==> config.mk <==
export PLATFORM = sky130hd
export DESIGN_NAME = dbg_match_bank
export DESIGN_NICKNAME = d
export VERILOG_FILES = /design/src/rtl/dbg_mp_pkg.sv /design/src/rtl/dbg_mp_regfile.sv /design/src/rtl/dbg_mp_compare.sv /design/src/rtl/dbg_match_bank.sv
export SDC_FILE = /design/constraint.sdc
export NUM_CORES = 2
export LEC_CHECK = 0
export ABC_AREA = 1
export BUFFER_PORTS_ARGS = -buffer_cell sky130_fd_sc_hd__buf_2
export CORE_MARGIN = 2
export CORE_UTILIZATION = 65
export CTS_BUF_LIST = sky130_fd_sc_hd__clkbuf_4 sky130_fd_sc_hd__clkbuf_8
export DETAILED_ROUTE_END_ITERATION = 6
export HOLD_SLACK_MARGIN = 0.08
export PLACE_DENSITY_LB_ADDON = 0.25
export SLEW_MARGIN = 25
export SYNTH_ARGS = -nofsm -noshare
export SYNTH_HDL_FRONTEND = slang
export SYNTH_SLANG_ARGS = --single-unit
==> constraint.sdc <==
create_clock -name clk -period 6.3 [get_ports clk]
set_clock_uncertainty 0.15 [all_clocks]
set_input_delay 0.315 -clock clk [delete_from_list [all_inputs] [get_ports clk]]
set_output_delay 0.315 -clock clk [all_outputs]
set_load 0.005 [all_outputs]
==> src/rtl/dbg_mp_pkg.sv <==
// Package: shared types for the debug matchpoint bank.
// Assumes an 8-bit configuration word laid out {sel, sgn, rel, arm}.
package dbg_mp_pkg;

    typedef enum logic [2:0] {
        REL_EQ  = 3'd0,
        REL_NE  = 3'd1,
        REL_LT  = 3'd2,
        REL_LE  = 3'd3,
        REL_GT  = 3'd4,
        REL_GE  = 3'd5,
        REL_R6  = 3'd6,
        REL_R7  = 3'd7
    } mp_rel_e;

    typedef enum logic [2:0] {
        SRC_NONE  = 3'd0,
        SRC_FETCH = 3'd1,
        SRC_LDA   = 3'd2,
        SRC_STA   = 3'd3,
        SRC_LSA   = 3'd4,
        SRC_LDD   = 3'd5,
        SRC_STD   = 3'd6,
        SRC_LSD   = 3'd7
    } mp_src_e;

    typedef struct packed {
        mp_src_e sel;
        logic    sgn;
        mp_rel_e rel;
        logic    arm;
    } mp_cfg_t;

    localparam int CFG_W = $bits(mp_cfg_t);

endpackage

==> src/rtl/dbg_mp_regfile.sv <==
// Module: reference and configuration registers for all matchpoints.
// Assumes single-cycle SPR writes and a combinational read path.
// Unmapped addresses read as zero and writes to them are dropped.
module dbg_mp_regfile
    import dbg_mp_pkg::*;
#(
    parameter int NUM_MP  = 8,
    parameter int DATA_W  = 32,
    parameter int SPR_AW  = 16,
    parameter int REF_BASE = 'h3000
) (
    input  logic                          clk,
    input  logic                          rst_n,
    input  logic                          spr_we,
    input  logic [SPR_AW-1:0]             spr_addr,
    input  logic [DATA_W-1:0]             spr_wdata,
    output logic [DATA_W-1:0]             spr_rdata,
    output logic [NUM_MP-1:0][DATA_W-1:0] ref_q,
    output mp_cfg_t [NUM_MP-1:0]          cfg_q
);
    localparam int CFG_BASE = REF_BASE + NUM_MP;

    logic [NUM_MP-1:0] ref_sel;
    logic [NUM_MP-1:0] cfg_sel;

    // Address decode: one select line per register.
    always_comb begin
        for (int i = 0; i < NUM_MP; i++) begin
            ref_sel[i] = (spr_addr == SPR_AW'(REF_BASE + i));
            cfg_sel[i] = (spr_addr == SPR_AW'(CFG_BASE + i));
        end
    end

    // Register update: reset clears, a write stores into the decoded register.
    always_ff @(posedge clk) begin
        if (!rst_n) begin
            ref_q <= '0;
            cfg_q <= '0;
        end else if (spr_we) begin
            for (int i = 0; i < NUM_MP; i++) begin
                if (ref_sel[i]) ref_q[i] <= spr_wdata;
                if (cfg_sel[i]) cfg_q[i] <= mp_cfg_t'(spr_wdata[CFG_W-1:0]);
            end
        end
    end

    // Read mux: stored value of the addressed register, zero elsewhere.
    always_comb begin
        spr_rdata = '0;
        for (int i = 0; i < NUM_MP; i++) begin
            if (ref_sel[i]) spr_rdata = ref_q[i];
            if (cfg_sel[i]) spr_rdata = {{(DATA_W-CFG_W){1'b0}}, cfg_q[i]};
        end
    end

    AST_REF_WR_KEEPS_CFG: assert property (@(posedge clk) disable iff (!rst_n)
        (spr_we && |ref_sel) |=> $stable(cfg_q));
    AST_CFG_WR_KEEPS_REF: assert property (@(posedge clk) disable iff (!rst_n)
        (spr_we && |cfg_sel) |=> $stable(ref_q));
    AST_UNMAPPED_WR_NOP: assert property (@(posedge clk) disable iff (!rst_n)
        (spr_we && !(|ref_sel) && !(|cfg_sel)) |=> ($stable(ref_q) && $stable(cfg_q)));

endmodule

==> src/rtl/dbg_mp_compare.sv <==
// Module: one matchpoint's operand selection and relation test.
// Purely combinational; assumes the caller registers the hit.
// A reserved relation or source code yields no hit.
module dbg_mp_compare
    import dbg_mp_pkg::*;
#(
    parameter int DATA_W = 32
) (
    input  mp_cfg_t           cfg,
    input  logic [DATA_W-1:0] ref_val,
    input  logic [DATA_W-1:0] fetch_addr,
    input  logic              fetch_vld,
    input  logic [DATA_W-1:0] ls_addr,
    input  logic              ls_ld,
    input  logic              ls_st,
    input  logic [DATA_W-1:0] ls_data,
    input  logic              ld_data_vld,
    input  logic              st_data_vld,
    output logic              hit
);
    logic [DATA_W-1:0] opnd;
    logic              opnd_vld;
    logic              is_eq;
    logic              is_lt;
    logic              rel_ok;

    // Operand mux: chosen quantity and its strobe.
    always_comb begin
        opnd     = '0;
        opnd_vld = 1'b0;
        case (cfg.sel)
            SRC_FETCH: begin opnd = fetch_addr; opnd_vld = fetch_vld; end
            SRC_LDA:   begin opnd = ls_addr;    opnd_vld = ls_ld; end
            SRC_STA:   begin opnd = ls_addr;    opnd_vld = ls_st; end
            SRC_LSA:   begin opnd = ls_addr;    opnd_vld = ls_ld | ls_st; end
            SRC_LDD:   begin opnd = ls_data;    opnd_vld = ld_data_vld; end
            SRC_STD:   begin opnd = ls_data;    opnd_vld = st_data_vld; end
            SRC_LSD:   begin opnd = ls_data;    opnd_vld = ld_data_vld | st_data_vld; end
            default:   begin opnd = '0;         opnd_vld = 1'b0; end
        endcase
    end

    // Magnitude: shared equality and less-than, signedness per configuration.
    always_comb begin
        is_eq = (opnd == ref_val);
        if (cfg.sgn) is_lt = ($signed(opnd) < $signed(ref_val));
        else         is_lt = (opnd < ref_val);
    end

    // Relation decode from the shared primitives.
    always_comb begin
        case (cfg.rel)
            REL_EQ:  rel_ok = is_eq;
            REL_NE:  rel_ok = !is_eq;
            REL_LT:  rel_ok = is_lt;
            REL_LE:  rel_ok = is_lt | is_eq;
            REL_GT:  rel_ok = !(is_lt | is_eq);
            REL_GE:  rel_ok = !is_lt;
            default: rel_ok = 1'b0;
        endcase
    end

    // Final gate: armed, strobe present, relation holds.
    always_comb hit = cfg.arm & opnd_vld & rel_ok;

endmodule

==> src/rtl/dbg_match_bank.sv <==
// Module: top of the debug matchpoint bank.
// Instantiates the register file and one comparator per matchpoint,
// and registers the hit vector for one cycle of latency.
module dbg_match_bank
    import dbg_mp_pkg::*;
#(
    parameter int NUM_MP   = 8,
    parameter int DATA_W   = 32,
    parameter int SPR_AW   = 16,
    parameter int REF_BASE = 'h3000
) (
    input  logic              clk,
    input  logic              rst_n,
    input  logic              spr_we,
    input  logic [SPR_AW-1:0] spr_addr,
    input  logic [DATA_W-1:0] spr_wdata,
    output logic [DATA_W-1:0] spr_rdata,
    input  logic [DATA_W-1:0] fetch_addr,
    input  logic              fetch_vld,
    input  logic [DATA_W-1:0] ls_addr,
    input  logic              ls_ld,
    input  logic              ls_st,
    input  logic [DATA_W-1:0] ls_data,
    input  logic              ld_data_vld,
    input  logic              st_data_vld,
    output logic [NUM_MP-1:0] match_o
);
    logic [NUM_MP-1:0][DATA_W-1:0] ref_w;
    mp_cfg_t [NUM_MP-1:0]          cfg_w;
    logic [NUM_MP-1:0]             hit_w;

    dbg_mp_regfile #(
        .NUM_MP(NUM_MP), .DATA_W(DATA_W), .SPR_AW(SPR_AW), .REF_BASE(REF_BASE)
    ) regs_i (
        .clk(clk), .rst_n(rst_n), .spr_we(spr_we), .spr_addr(spr_addr),
        .spr_wdata(spr_wdata), .spr_rdata(spr_rdata),
        .ref_q(ref_w), .cfg_q(cfg_w)
    );

    for (genvar g = 0; g < NUM_MP; g++) begin : g_mp
        dbg_mp_compare #(.DATA_W(DATA_W)) cmp_i (
            .cfg(cfg_w[g]), .ref_val(ref_w[g]),
            .fetch_addr(fetch_addr), .fetch_vld(fetch_vld),
            .ls_addr(ls_addr), .ls_ld(ls_ld), .ls_st(ls_st),
            .ls_data(ls_data), .ld_data_vld(ld_data_vld), .st_data_vld(st_data_vld),
            .hit(hit_w[g])
        );

        AST_DISARMED_QUIET: assert property (@(posedge clk) disable iff (!rst_n)
            !cfg_w[g].arm |=> !match_o[g]);
        AST_RESERVED_QUIET: assert property (@(posedge clk) disable iff (!rst_n)
            (cfg_w[g].rel > REL_GE || cfg_w[g].sel == SRC_NONE) |=> !match_o[g]);
    end

    // Output stage: one-cycle registered match flags.
    always_ff @(posedge clk) begin
        if (!rst_n) match_o <= '0;
        else        match_o <= hit_w;
    end

    AST_RESET_CLEARS: assert property (@(posedge clk)
        !rst_n |=> (match_o == '0));
    AST_NEEDS_STROBE: assert property (@(posedge clk) disable iff (!rst_n)
        !(fetch_vld | ls_ld | ls_st | ld_data_vld | st_data_vld) |=> (match_o == '0));

endmodule

==> results.md <==
* Failing checks: design-rule violations
* Critical Path Start Type: flop
* PortBufs at 191
* Power per cell area at between 150 and 200 nW/um^2
* Slew Limit Fails at 0
* Slowest CP cell: clkinv_1
* Via density at 6.46
* Full die area at 42600 sq um
* Gr ovfl total at 0
* Initial Util at between 60% and 70%
* IO Pins at 192
* Most common cell in the synthesized netlist: nand2_1
* Maxcap violations at 0
* Die span in y at 206 um
* Core Area at 40600 sq um
* DRC at 6
* Post-DRT Antenna Nets at 0
* Post-route minimum period at between 4000 and 5000 ps
* CP Cell Sequence: nor2_1 > inv_1 > nor2_1 > clkinv_1 > o221ai_1 > ha_1 > a21oi_1 > o21ai_0 > nand2_1 > o211ai_1 > a21oi_1 > nand3b_1 > a21oi_1 > nor2_1 > a21oi_1
* H-tree depth at 2
* WP buf/inv at 2
* Worst Max-Slew Pin Slew at about 1200 ps
* Tcrit/Tclk final at between 70% and 80%
* Drt pass-1 iters at 7
* All-Layer GR Usage at about 48%
* Largest area contributor in the synthesized netlist: dfxtp_1
* Synth warn at 0
* Post-Layout Cell Count at 4742
* Drt wl/cell at approximately 22 um
* # nets final at approximately 4.6k
* First-pass GRT wire length at ~160000 um
* Worst hold path class: primary input to flop
* Placed Cells incl. Taps at about 4.6k
* Min Hold Slack at 98.7 ps
* RSZ-0062 raised after global routing: no
* Seq/Total Area, Yosys at 24.7%
* Critical path fanouts, max at 31
* CP max stage delay at 910 ps
* Post-synth EDFFs at 0
* Hpwl dp at roughly 73000 um
* Clk buf depth at 3
* Pre-CTS setup slack at between 2000 and 2500 ps
* CP required at 6780 ps
* Mean post-synth cell area at 6.48 sq um
* Fill cells at 3677
* Vias in the first global route at 28.3k
* Setup TNS at 0 ps
* Critical path data arrival time at 5130 ps
* Crit end category: flop
* CTS Buf Count at 60
* Clock Latency Late Sink at 720 ps
* 1st-iter DRT viols at ~4.3k
* Mapped Area at 26600 sq um
* Max-slew headroom at between 10% and 20%
* Core Rows at 74
* Gpl congestion at 1.06
* Peak supply drop at between 150 and 200 uV
* Setup Buffers After CTS at 0
* Fin. Hold Viols at 0
* Area occupied by multi-input gates at 17000 sq um
* Outcome: complete, but fails checks
* Clock Pin Slew Worst Setup and Hold Paths at 60 ps
* CTS tree: yes
* Area growth syn-to-layout at 9.26%
* Initial antenna violation count at 4
* Worst Setup Slack, final at 1650 ps
* Crit path kind: flop to flop
* CTS Root Buffer Type: clkbuf_8
* Synth Flop Type: dfxtp_1
* R2R Setup Slk at 1650 ps
* F_max at 215 MHz
* Ranking of synthesized cells by area: dfxtp_1, nand2_1, a21oi_1
* Unique masters post-synth at 38
* Fraction of layout cells with a size suffix above 1 at 9.89%
* Post-synth ARST share at 0%
* #FFs+latches synth at 328
* Largest net degree at the start of global routing at approximately 110
* # setup viols final at 0
* Clk sinks at 328
* Syn nets at 4519
* Post-synth top cells: nand2_1, a21oi_1, inv_1, o21ai_0, dfxtp_1
* Die width at 206 um
* Via count at a little over 30k
* CP most frequent cell: a21oi_1
* Total Wirelength at 103000 um
* Share of Yosys cell area claimed by the top area cell type at 24.7%
* Mapped Cells at 4111
* Leakage power at 12.7 nW
* Top Family by Delay on Critical Path: compound AO/OA/AOI/OAI gates
* Register area at approximately 6600 sq um
[routing by layer]
| layer | track usage, % | vias up | share of wire (%) | routed length (um) |
|---|---|---|---|---|
| li1 | - | 14300 | - | - |
| met1 | 55.7 | 13400 | 35 | 36300 |
| met2 | 72.8 | 2244 | 42 | 43500 |
| met3 | 11.7 | 736 | 12 | 12300 |
| met4 | 40.6 | 2 | 10 | 10600 |
| met5 | 0 | - | 0.013 | 13 |
[cell usage in the layout (no fill, tap or decap), types with 2 or more instances in the layout]
cell type	netlist	final
clkbuf_8	0	77
inv_1	506	504
a211oi_1	17	17
nand4_1	26	26
o221ai_1	248	248
nor2_2	8	17
a211o_1	2	2
nand3_2	5	12
nor4_1	9	9
nor2_4	6	6
buf_2	35	190
nor4b_1	3	3
a21oi_1	663	663
inv_2	18	18
diode_2	0	2
buf_4	6	41
o21a_1	4	4
o21ai_0	418	418
nand3_1	94	87
nand2_1	927	926
nand3b_1	11	11
nand2_2	2	2
o22ai_1	9	9
clkinv_2	0	11
clkinv_1	1	3
ha_1	256	256
nor3_1	42	42
a221oi_1	21	21
nand2_4	1	2
dlygate4sd3_1	0	38
o21ai_1	16	16
nor2_1	146	137
clkbuf_4	0	16
dfxtp_1	328	328
o211ai_1	24	24
o21ai_2	19	19
[logic make-up (layout without fill, tap and decap cells)]
family,after synthesis,in the layout,synth area share [%]
flip-flops,328,328,24.7
AND/OR/NAND/NOR,1283,1283,19.8
adder cells (fa/ha/maj),256,256,12.0
AO/OA/AOI/OAI,1441,1441,31.6
buffers and inverters,803,900,11.9
other,0,2,0
[cell type report]
cell class | count | area share [%]
Tap cell | 532 | 2.29
Sequential cell | 328 | 22.6
Timing Repair Buffer | 270 | 5.67
Antenna cell | 2 | 0.0172
Multi-Input combinational cell | 2980 | 58.3
Clock buffer | 93 | 4.06
Clock inverter | 12 | 0.292
Inverter | 525 | 6.77
[through the flow]
step                      power (mW)  util, %  cell area [sq um]
final                           4.68     71.6              29100
after detailed placement        2.44     67.5              27400
after CTS                       4.63     71.5              29100
after global placement          2.44     67.5              27400
after floorplan                 2.26        -              26600
after global routing            4.76     71.6              29100
[flip-flops by register name, indices dropped and copies added (netlist names)]
register / cells
regs_i.cfg_q: 64
regs_i.ref_q: 256
match_o: 8
[worst register-to-register path: stages (launching register included)]
cell	delay, ps
dfxtp_1	340
nor2_1	320
inv_1	70
nor2_1	250
clkinv_1	910
o221ai_1	650
ha_1	330
a21oi_1	130
o21ai_0	110
nand2_1	80
o211ai_1	110
a21oi_1	360
nand3b_1	310
a21oi_1	240
nor2_1	60
a21oi_1	150
[path summary, 6_finish.rpt]
kind                         start          endpoint  cells after the start
setup / recovery  regs_i.cfg_q[62]        match_o[7]                     15
hold / removal               ls_ld        match_o[7]                      5
hold reg to reg   regs_i.cfg_q[56]  regs_i.cfg_q[56]                      2
setup reg to reg  regs_i.cfg_q[62]        match_o[7]                     15
[where the power goes]
group | switching [mW] | leakage [nW] | total, mW | internal [mW]
registers | 0.0000150 | 2.64 | 2.07 | 2.07
logic | 0.287 | 9.40 | 0.364 | 0.0769
clock network | 1.02 | 0.684 | 2.24 | 1.22
total | 1.31 | 12.7 | 4.68 | 3.37
[what timing repair did]
action                                 CTS  global route
hold buffers                            38             0
endpoints found under the hold margin  311             0
gates resized for setup                  0             0
Power figures use the tool's default switching activity.
